**config.mk**
```make
export PLATFORM = sky130hd
export DESIGN_NAME = bank_row_timer
export DESIGN_NICKNAME = d
export VERILOG_FILES = /design/src/rtl/brt_pkg.sv /design/src/rtl/brt_active_timer.sv /design/src/rtl/brt_close_ctl.sv /design/src/rtl/bank_row_timer.sv
export SDC_FILE = /design/constraint.sdc
export NUM_CORES = 1
export LEC_CHECK = 0
export ABC_AREA = 1
export BUFFER_PORTS_ARGS = -buffer_cell sky130_fd_sc_hd__buf_2
export CAP_MARGIN = 10
export CORE_MARGIN = 2
export CORE_UTILIZATION = 53
export CTS_BUF_LIST = sky130_fd_sc_hd__clkbuf_16
export DETAILED_ROUTE_END_ITERATION = 8
export GPL_ROUTABILITY_DRIVEN = 0
export GPL_TIMING_DRIVEN = 1
export PLACE_DENSITY_LB_ADDON = 0.1
export RECOVER_POWER = 25
export SETUP_SLACK_MARGIN = 0.3
export SYNTH_ARGS = -nofsm -noshare
export SYNTH_HDL_FRONTEND = slang
export SYNTH_SLANG_ARGS = --single-unit
```
**constraint.sdc**
```tcl
create_clock -name clk -period 1.75 [get_ports clk]
set_clock_uncertainty 0.05 [all_clocks]
set_input_delay 0 -clock clk [delete_from_list [all_inputs] [get_ports clk]]
set_output_delay 0 -clock clk [all_outputs]
set_load 0.02 [all_outputs]
```
**src/rtl/brt_pkg.sv**
```systemverilog
package brt_pkg;
  typedef enum logic {
    BANK_IDLE = 1'b0,
    BANK_OPEN = 1'b1
  } bank_state_e;
endpackage

```
**src/rtl/brt_active_timer.sv**
```systemverilog
module brt_active_timer #(
  parameter int TW = 8
) (
  input  logic          clk,
  input  logic          rst_n,
  input  logic          load_i,
  input  logic [TW-1:0] value_i,
  output logic          expired_o
);
  logic [TW-1:0] cnt_q, cnt_d;
  logic          cnt_en;

  // The activate cycle itself counts as the first cycle of the window
  always_comb begin
    cnt_en = load_i | (cnt_q != '0);
    if (load_i)
      cnt_d = (value_i == '0) ? '0 : TW'(value_i - 1'b1);
    else
      cnt_d = TW'(cnt_q - 1'b1);
  end

  always_ff @(posedge clk or negedge rst_n) begin
    if (!rst_n)
      cnt_q <= '0;
    else if (cnt_en)
      cnt_q <= cnt_d;
  end

  assign expired_o = (cnt_q == '0);
endmodule

```
**src/rtl/brt_close_ctl.sv**
```systemverilog
module brt_close_ctl #(
  parameter bit CLOSE_PAGE = 1'b1
) (
  input  logic clk,
  input  logic rst_n,
  input  logic open_i,
  input  logic expired_i,
  input  logic rd_i,
  input  logic req_i,
  output logic pre_o
);
  logic pend_q, pend_d, pend_en;
  logic close_want;

  assign close_want = CLOSE_PAGE | pend_q | req_i;
  // A read being accepted always wins over closing the row
  assign pre_o      = open_i & expired_i & ~rd_i & close_want;

  always_comb begin
    pend_en = pre_o | (open_i & req_i);
    pend_d  = ~pre_o;
  end

  always_ff @(posedge clk or negedge rst_n) begin
    if (!rst_n)
      pend_q <= 1'b0;
    else if (pend_en)
      pend_q <= pend_d;
  end

  a_r7_pend_only_open: assert property (@(posedge clk) disable iff (!rst_n)
    (!open_i && !pend_q) |=> !pend_q);
endmodule

```
**src/rtl/bank_row_timer.sv**
```systemverilog
module bank_row_timer #(
  parameter int TW         = 8,
  parameter bit CLOSE_PAGE = 1'b1
) (
  input  logic          clk,
  input  logic          rst_n,
  input  logic          act_i,
  input  logic          rd_i,
  input  logic          pre_req_i,
  input  logic [TW-1:0] tras_i,
  output logic          pre_ok_o,
  output logic          pre_o,
  output logic          row_open_o,
  output logic          viol_o
);
  import brt_pkg::*;

  bank_state_e st_q, st_d;
  logic        is_open, act_ok, act_bad, expired;
  logic        viol_q;

  assign is_open = (st_q == BANK_OPEN);
  assign act_ok  = act_i & ~is_open;
  assign act_bad = act_i & is_open;

  brt_active_timer #(.TW(TW)) u_timer (
    .clk       (clk),
    .rst_n     (rst_n),
    .load_i    (act_ok),
    .value_i   (tras_i),
    .expired_o (expired)
  );

  brt_close_ctl #(.CLOSE_PAGE(CLOSE_PAGE)) u_close (
    .clk       (clk),
    .rst_n     (rst_n),
    .open_i    (is_open),
    .expired_i (expired),
    .rd_i      (rd_i),
    .req_i     (pre_req_i),
    .pre_o     (pre_o)
  );

  always_comb begin
    st_d = st_q;
    case (st_q)
      BANK_IDLE: if (act_i) st_d = BANK_OPEN;
      BANK_OPEN: if (pre_o) st_d = BANK_IDLE;
      default:   st_d = BANK_IDLE;
    endcase
  end

  always_ff @(posedge clk or negedge rst_n) begin
    if (!rst_n) begin
      st_q   <= BANK_IDLE;
      viol_q <= 1'b0;
    end else begin
      st_q   <= st_d;
      viol_q <= act_bad;
    end
  end

  assign row_open_o = is_open;
  assign pre_ok_o   = is_open & expired;
  assign viol_o     = viol_q;

  a_r1_open_needs_act: assert property (@(posedge clk) disable iff (!rst_n)
    $rose(row_open_o) |-> $past(act_i));
  a_r9_pre_needs_ok: assert property (@(posedge clk) disable iff (!rst_n)
    pre_o |-> pre_ok_o);
  a_r4_read_blocks_pre: assert property (@(posedge clk) disable iff (!rst_n)
    rd_i |-> !pre_o);
  a_r3_pre_closes: assert property (@(posedge clk) disable iff (!rst_n)
    pre_o |=> !row_open_o);
  a_r6_bad_act_flag: assert property (@(posedge clk) disable iff (!rst_n)
    (row_open_o && act_i) |=> (viol_o && row_open_o));

  generate
    if (CLOSE_PAGE) begin : g_closed
      a_r3_auto_close: assert property (@(posedge clk) disable iff (!rst_n)
        (pre_ok_o && !rd_i) |-> pre_o);
    end else begin : g_open
      a_r5_no_unasked_close: assert property (@(posedge clk) disable iff (!rst_n)
        (pre_ok_o && !pre_req_i && !$past(pre_req_i) && !$past(row_open_o)) |-> !pre_o);
    end
  endgenerate
endmodule

```
==> results of run 1 <==
==> layout make-up <==
type / instances / area, um2 / share of cell area, %
Tap cell: 16 / 20.0 / 1.84
Clock buffer: 3 / 75.1 / 6.91
Inverter: 26 / 100 / 9.22
Multi-Input combinational cell: 87 / 502 / 46.2
Timing Repair Buffer: 21 / 135 / 12.4
Clock inverter: 1 / 3.75 / 0.346
Sequential cell: 10 / 250 / 23.0
==> power by group through the flow <==
stage / logic, W / clock network, W / registers [W]
after floorplan: 0.000411 / 0 / 0.000413
after global placement: 0.000501 / 0 / 0.000424
after detailed placement: 0.000523 / 0 / 0.000428
after CTS: 0.000581 / 0.000407 / 0.000426
after global routing: 0.000719 / 0.000423 / 0.000439
final: 0.000631 / 0.000404 / 0.000429
==> layout by cell type, fill, tap and decap left out, types with 2 or more instances in the layout <==
cell,Yosys,routed
buf_2,0,12
dlygate4sd3_1,0,3
nor2_4,2,2
ha_1,4,3
nand2_1,20,19
nor2_2,4,4
inv_1,25,23
o21ai_0,4,4
nand2_2,4,5
clkbuf_16,0,3
o21ai_1,5,5
a21oi_1,7,7
buf_4,0,4
nand4_1,2,2
nor2_1,17,17
inv_2,1,2
dfrtp_1,10,10
nand3_1,14,13
==> synthesized netlist by cell type <==
cell	n
nand4_1	2
nor2_2	4
inv_2	1
o21ai_0	4
nor2_1	17
a21oi_2	1
dfrtp_1	10
a21oi_1	7
o21ai_1	5
ha_1	4
nor2_4	2
nor2_8	1
nand3_1	14
nand2_2	4
nand2_1	20
o22ai_2	1
inv_1	25
xnor2_1	1
==> flip-flops by register name, summed over array words and instances (netlist names) <==
signal	cells
viol_o	1
row_open_o	1
u_timer.cnt_q	8
==> repair_timing <==
| item | CTS | global route |
|---|---|---|
| pin swaps | 1 | 4 |
| setup buffers | 2 | 1 |
| endpoints found under the setup margin | 2 | 9 |
| endpoints found under the hold margin | 12 | 0 |
| resized for setup | 5 | 6 |
| hold buffers | 3 | 0 |
==> final timing paths <==
check,from,endpoint,slack (ns),cells after the start
min reg2reg,row_open_o$_DFF_PN0_,viol_o$_DFF_PN0_,0.53,2
min in group asynchronous,rst_n,u_timer.cnt_q[4]$_DFFE_PN0P_,0.19,2
max,u_timer.cnt_q[1]$_DFFE_PN0P_,pre_o,0.28,7
min,tras_i[7],u_timer.cnt_q[7]$_DFFE_PN0P_,0.02,4
max in group asynchronous,rst_n,u_timer.cnt_q[1]$_DFFE_PN0P_,1.10,2
max reg2reg,u_timer.cnt_q[1]$_DFFE_PN0P_,u_timer.cnt_q[2]$_DFFE_PN0P_,0.35,8
==> worst max-delay path: stages, from the launching register on <==
cell	delay [ns]
dfrtp_1	0.40
inv_2	0.10
ha_4	0.14
nand3_4	0.08
nor2_4	0.14
nand2_2	0.07
nor2_1	0.10
buf_4	0.14
==> through the flow <==
step / std cells / area [um2]
6_report: 164 / 1090
5_1_grt: 164 / 1090
4_1_cts: 163 / 1050
3_5_place_dp: 154 / 917
3_3_place_gp: 154 / 917
2_1_floorplan: 123 / 822
==> metal layers <==
layer	routed length, um	vias to the layer above	global-route usage [%]
met1	745	359	29.7
met5	0	-	0
met3	85	6	3.75
met2	961	26	37.3
met4	39	0	14.5
li1	-	432	-
==> cells by family after synthesis <==
group,after synthesis,share of synthesized area [%]
buffers and inverters,26,11.9
XOR/XNOR,1,1.07
AO/OA/AOI/OAI,18,12.3
AND/OR/NAND/NOR,64,38.2
adder cells (fa/ha/maj),4,6.09
flip-flops,10,30.4
==> metrics.txt, run 1 <==
CTS buffer count=3; final slew viol count=0; final setup violation count=0; CP Max Fanout=3; ant diodes=0; top cell type's share of synthesized area=30.4%; drt first pass iters=4; clk root buf=clkbuf_16; register area share after synthesis=30.4%; hpwl dp=1.36 mm; total grt overflow=0; RSZ-0062 raised after global routing=yes; Comb power frac=a little over two fifths; Pwr Density=roughly 1300 nW/um2; share of layout cells above drive strength 1=a little over a quarter; vias in the first global route=767; Rows=14; initial drt markers=18; Initial Utilization=55.9%; Ports=17; static leakage=0.546 nW; syn nets=140; Core Box Area=1470 um2; first-pass GRT wire length=about 3.3 mm; Int Power=0.000895 W; Hold WS=0.0248 ns; DRT antenna net count=0; Worst slew margin=~65%; Fmax=roughly 680 MHz; Area contributors post-synth=dfrtp_1, inv_1, nand2_1, nand3_1, nor2_1; Worst Setup Start Kind=flip-flop; Yosys top cell by area=dfrtp_1; CTS tree=built; post-route setup slack=between 0.2 and 0.3 ns; final hold viol count=0; drt via density=around 5; mapped cell area=slightly above 800 um2; Core Util, Final=between 70% and 80%; Seq pwr share=29.3%; setup TNS=0 ns; maximum vdd drop=~590 uV; WL/cell=around 11 um; switching portion of total power=between 30% and 40%; max_cap viols=0; layout net count=between 150 and 200; IO Port Bufs=15; Clock Latency Late Sink=around 0.24 ns; CTS clock-pin slew for the worst setup and hold paths=0.04 ns; Cells after Synth=123; status=finished, final reports clean; Hold Crit Class=input pin to flip-flop; Residual DRC=0; actual slew at the worst max-slew pin=roughly 0.52 ns; Avg Inst Size Synth=6.68 um2; via count=823; Synth warnings=0; NetSw=~0.00057 W; Pwr Total=between 0.001 and 0.0015 W; CP endpoint kind=output port; clock power share=~28%; die area=1880 um2; pre-CTS worst setup slack=between 0.3 and 0.4 ns; final WL=~1.8 mm; H-tree depth=1; Yosys cell types=18; CP Class=flip-flop to output port; CP Data Required Time=1.70 ns; largest net degree at the start of global routing=11; synthesis-to-finish area growth=32.1%; #FFs+latches synth=10; post-route clock period utilization=83.8%; CTS max path bufs=2; crit path time final=between 1 and 1.5 ns; initial antenna violation count=0; CP arrival=1.42 ns; die height=around 43 um; filler instances=120; Num Clock Sinks=10; Global Route Usage Sum=between 20% and 30%; die width=43.4 um
Note: power is estimated with default switching activity, not from simulation.
==> inputs of run 2 (changes only) <==
==> constraint.sdc (replaced) <==
create_clock -name clk -period 1.5 [get_ports clk]
set_clock_uncertainty 0.05 [all_clocks]
set_input_delay 0 -clock clk [delete_from_list [all_inputs] [get_ports clk]]
set_output_delay 0 -clock clk [all_outputs]
set_load 0.02 [all_outputs]
==> metrics.txt, run 2 (synthesized netlist as in run 1, its figures left out) <==
hpwl dp=1.24 mm (was 1.36 mm); commonest non-fill, non-tap cell in the layout=inv_1 (unchanged); die width=43.4 um (unchanged); CP Max Fanout=3 (unchanged); filler instances=91 (was 120); Ports=17 (unchanged); Worst Setup Start Kind=flip-flop (unchanged); via count=823 (unchanged); Reg-to-Reg End=u_timer.cnt_q[6]$_DFFE_PN0P_ (was u_timer.cnt_q[2]$_DFFE_PN0P_); post-route clock period utilization=between 90% and 100%; Core Box Area=1470 um2 (unchanged); clk root buf=clkbuf_16 (unchanged); final slew viol count=0 (unchanged); H-tree depth=1 (unchanged); actual slew at the worst max-slew pin=0.509 ns (was 0.521 ns); static leakage=0.583 nW (was 0.546 nW); Pwr Density=1630 nW/um2 (was 1350 nW/um2); RSZ-0062 raised after global routing=yes (unchanged); final setup violation count=0 (unchanged); Rows=14 (unchanged); total grt overflow=0 (unchanged); IO Port Bufs=15 (unchanged); initial antenna violation count=0 (unchanged); met3 Track Usage GR=3.75% (unchanged); WL/cell=11.0 um (was 11.2 um); CP Class=flip-flop to output port (unchanged); Worst slew margin=66.0% (was 65.3%); Top reg by flops=u_timer.cnt_q (unchanged); ant diodes=0 (unchanged); Num Clock Sinks=10 (unchanged); CP arrival=1.38 ns (was 1.42 ns); CP Data Required Time=1.45 ns (was 1.70 ns); CTS buffer count=3 (unchanged); met2 usage=33.1% (was 37.3%); maximum vdd drop=745 uV (was 586 uV); flip-flop count of the largest register after layout=8 (unchanged); die area=1880 um2 (unchanged); Residual DRC=0 (unchanged); Non-Filler Instances=169 (was 164); crit path capture=pre_o (unchanged); vias in the first global route=720 (was 767); final WL=1.87 mm (was 1.83 mm); RR Startpoint=u_timer.cnt_q[2]$_DFFE_PN0P_ (was u_timer.cnt_q[1]$_DFFE_PN0P_); die height=43.4 um (unchanged); initial drt markers=15 (was 18); most frequent cells in the layout=inv_1, nand2_1, nor2_1, nand3_1, buf_2 (was inv_1, nand2_1, nor2_1); Clock Latency Late Sink=0.23 ns (was 0.24 ns); met1 Use GR=29.3% (was 29.7%); largest net degree at the start of global routing=11 (unchanged); CP endpoint kind=output port (unchanged); Initial Utilization=55.9% (unchanged); setup TNS=0 ns (unchanged); Hold Crit Class=input pin to flip-flop (unchanged); Global Route Usage Sum=21.6% (was 23.4%); Crit. Startpoint=u_timer.cnt_q[2]$_DFFE_PN0P_ (was u_timer.cnt_q[1]$_DFFE_PN0P_); crit path time final=between 1 and 1.5 ns; FF-to-FF setup slack=0.11 ns (was 0.35 ns); gr busiest metal=met2 (unchanged); final hold viol count=0 (unchanged); synthesis-to-finish area growth=43.8% (was 32.1%); R2R cell count=6 (was 8); share of layout cells above drive strength 1=37.3% (was 26.4%); CTS clock-pin slew for the worst setup and hold paths=0.04 ns (about the same); status=finished, final reports clean (unchanged); CTS tree=built (unchanged); first-pass GRT wire length=3.02 mm (was 3.26 mm); DP Cell Count=154 (unchanged); DRT antenna net count=0 (unchanged); CTS max path bufs=2 (unchanged); layout net count=172 (was 166); drt via density=4.87 (was 5.02); drt first pass iters=4 (unchanged); max_cap viols=0 (unchanged); Fmax=~700 MHz
## run 2: cell types whose count changed in the layout (fill, tap and decap cells not counted), sizes merged
| cell | delta |
|---|---|
| buf | +6 |
| clkinv | -1 |
## run 2: area by class of cell
type	instances	area, um2	area share, %
Clock buffer	3	75.1	6.35
Sequential cell	10	250	21.2
Inverter	26	100	8.47
Multi-Input combinational cell	87	549	46.5
Tap cell	16	20.0	1.69
Timing Repair Buffer	27	188	15.9
## run 2: per-layer routing
| metal | wire, um | part of all wire [%] |
|---|---|---|
| met4 | 42 | 2.3 |
| met3 | 43 | 2.3 |
| met2 | 902 | 48 |
| met5 | 0 | 0 |
| met1 | 878 | 47 |
## run 2: critical path: stages (launching register included)
cell and delay, ns:
dfrtp_1 0.41, nor2_2 0.17, nand2_2 0.10, nor2_4 0.16, nand2_4 0.08, nor2_2 0.11, buf_6 0.12
## run 2: worst min path at each step
stage / start / end / slack (ns) / depth (start not counted)
floorplan: rst_n / row_open_o$_DFF_PN0_ / -0.35 / 0
global placement: rst_n / u_timer.cnt_q[3]$_DFFE_PN0P_ / -0.19 / 1
detailed placement: rst_n / u_timer.cnt_q[5]$_DFFE_PN0P_ / -0.19 / 1
CTS: tras_i[7] / u_timer.cnt_q[7]$_DFFE_PN0P_ / 0.03 / 4
global route: tras_i[7] / u_timer.cnt_q[7]$_DFFE_PN0P_ / 0.05 / 4
finish: tras_i[7] / u_timer.cnt_q[7]$_DFFE_PN0P_ / 0.04 / 4
## run 2: power breakdown
part	switching, W	total, W	internal, W	leakage (nW)
Sequential	0.000108	0.000497	0.000389	0.116
Combinational	0.000523	0.000969	0.000446	0.431
Clock	0.000114	0.000458	0.000345	0.0370
Total	0.000745	0.00192	0.00118	0.583
## run 2: metrics by stage
step                hold WS, ns  utilization [%]  setup WS (ns)  total power, W  instance area, um2
floorplan                -0.346                -          0.303        0.000977                 832
global placement         -0.188             63.0          0.208         0.00110                 927
detailed placement       -0.185             63.0          0.196         0.00111                 927
CTS                      0.0288             77.0         0.0562         0.00180                1130
global route             0.0530             80.4         0.0123         0.00205                1180
finish                   0.0368             80.4         0.0719         0.00192                1180
## run 2: repair_timing
item | CTS | global route
endpoints found under the hold margin | 12 | 0
buffers inserted | 5 | 4
setup endpoints to repair | 11 | 11
pin swaps | 9 | 5
hold buffers | 3 | 0
resized for setup | 18 | 7
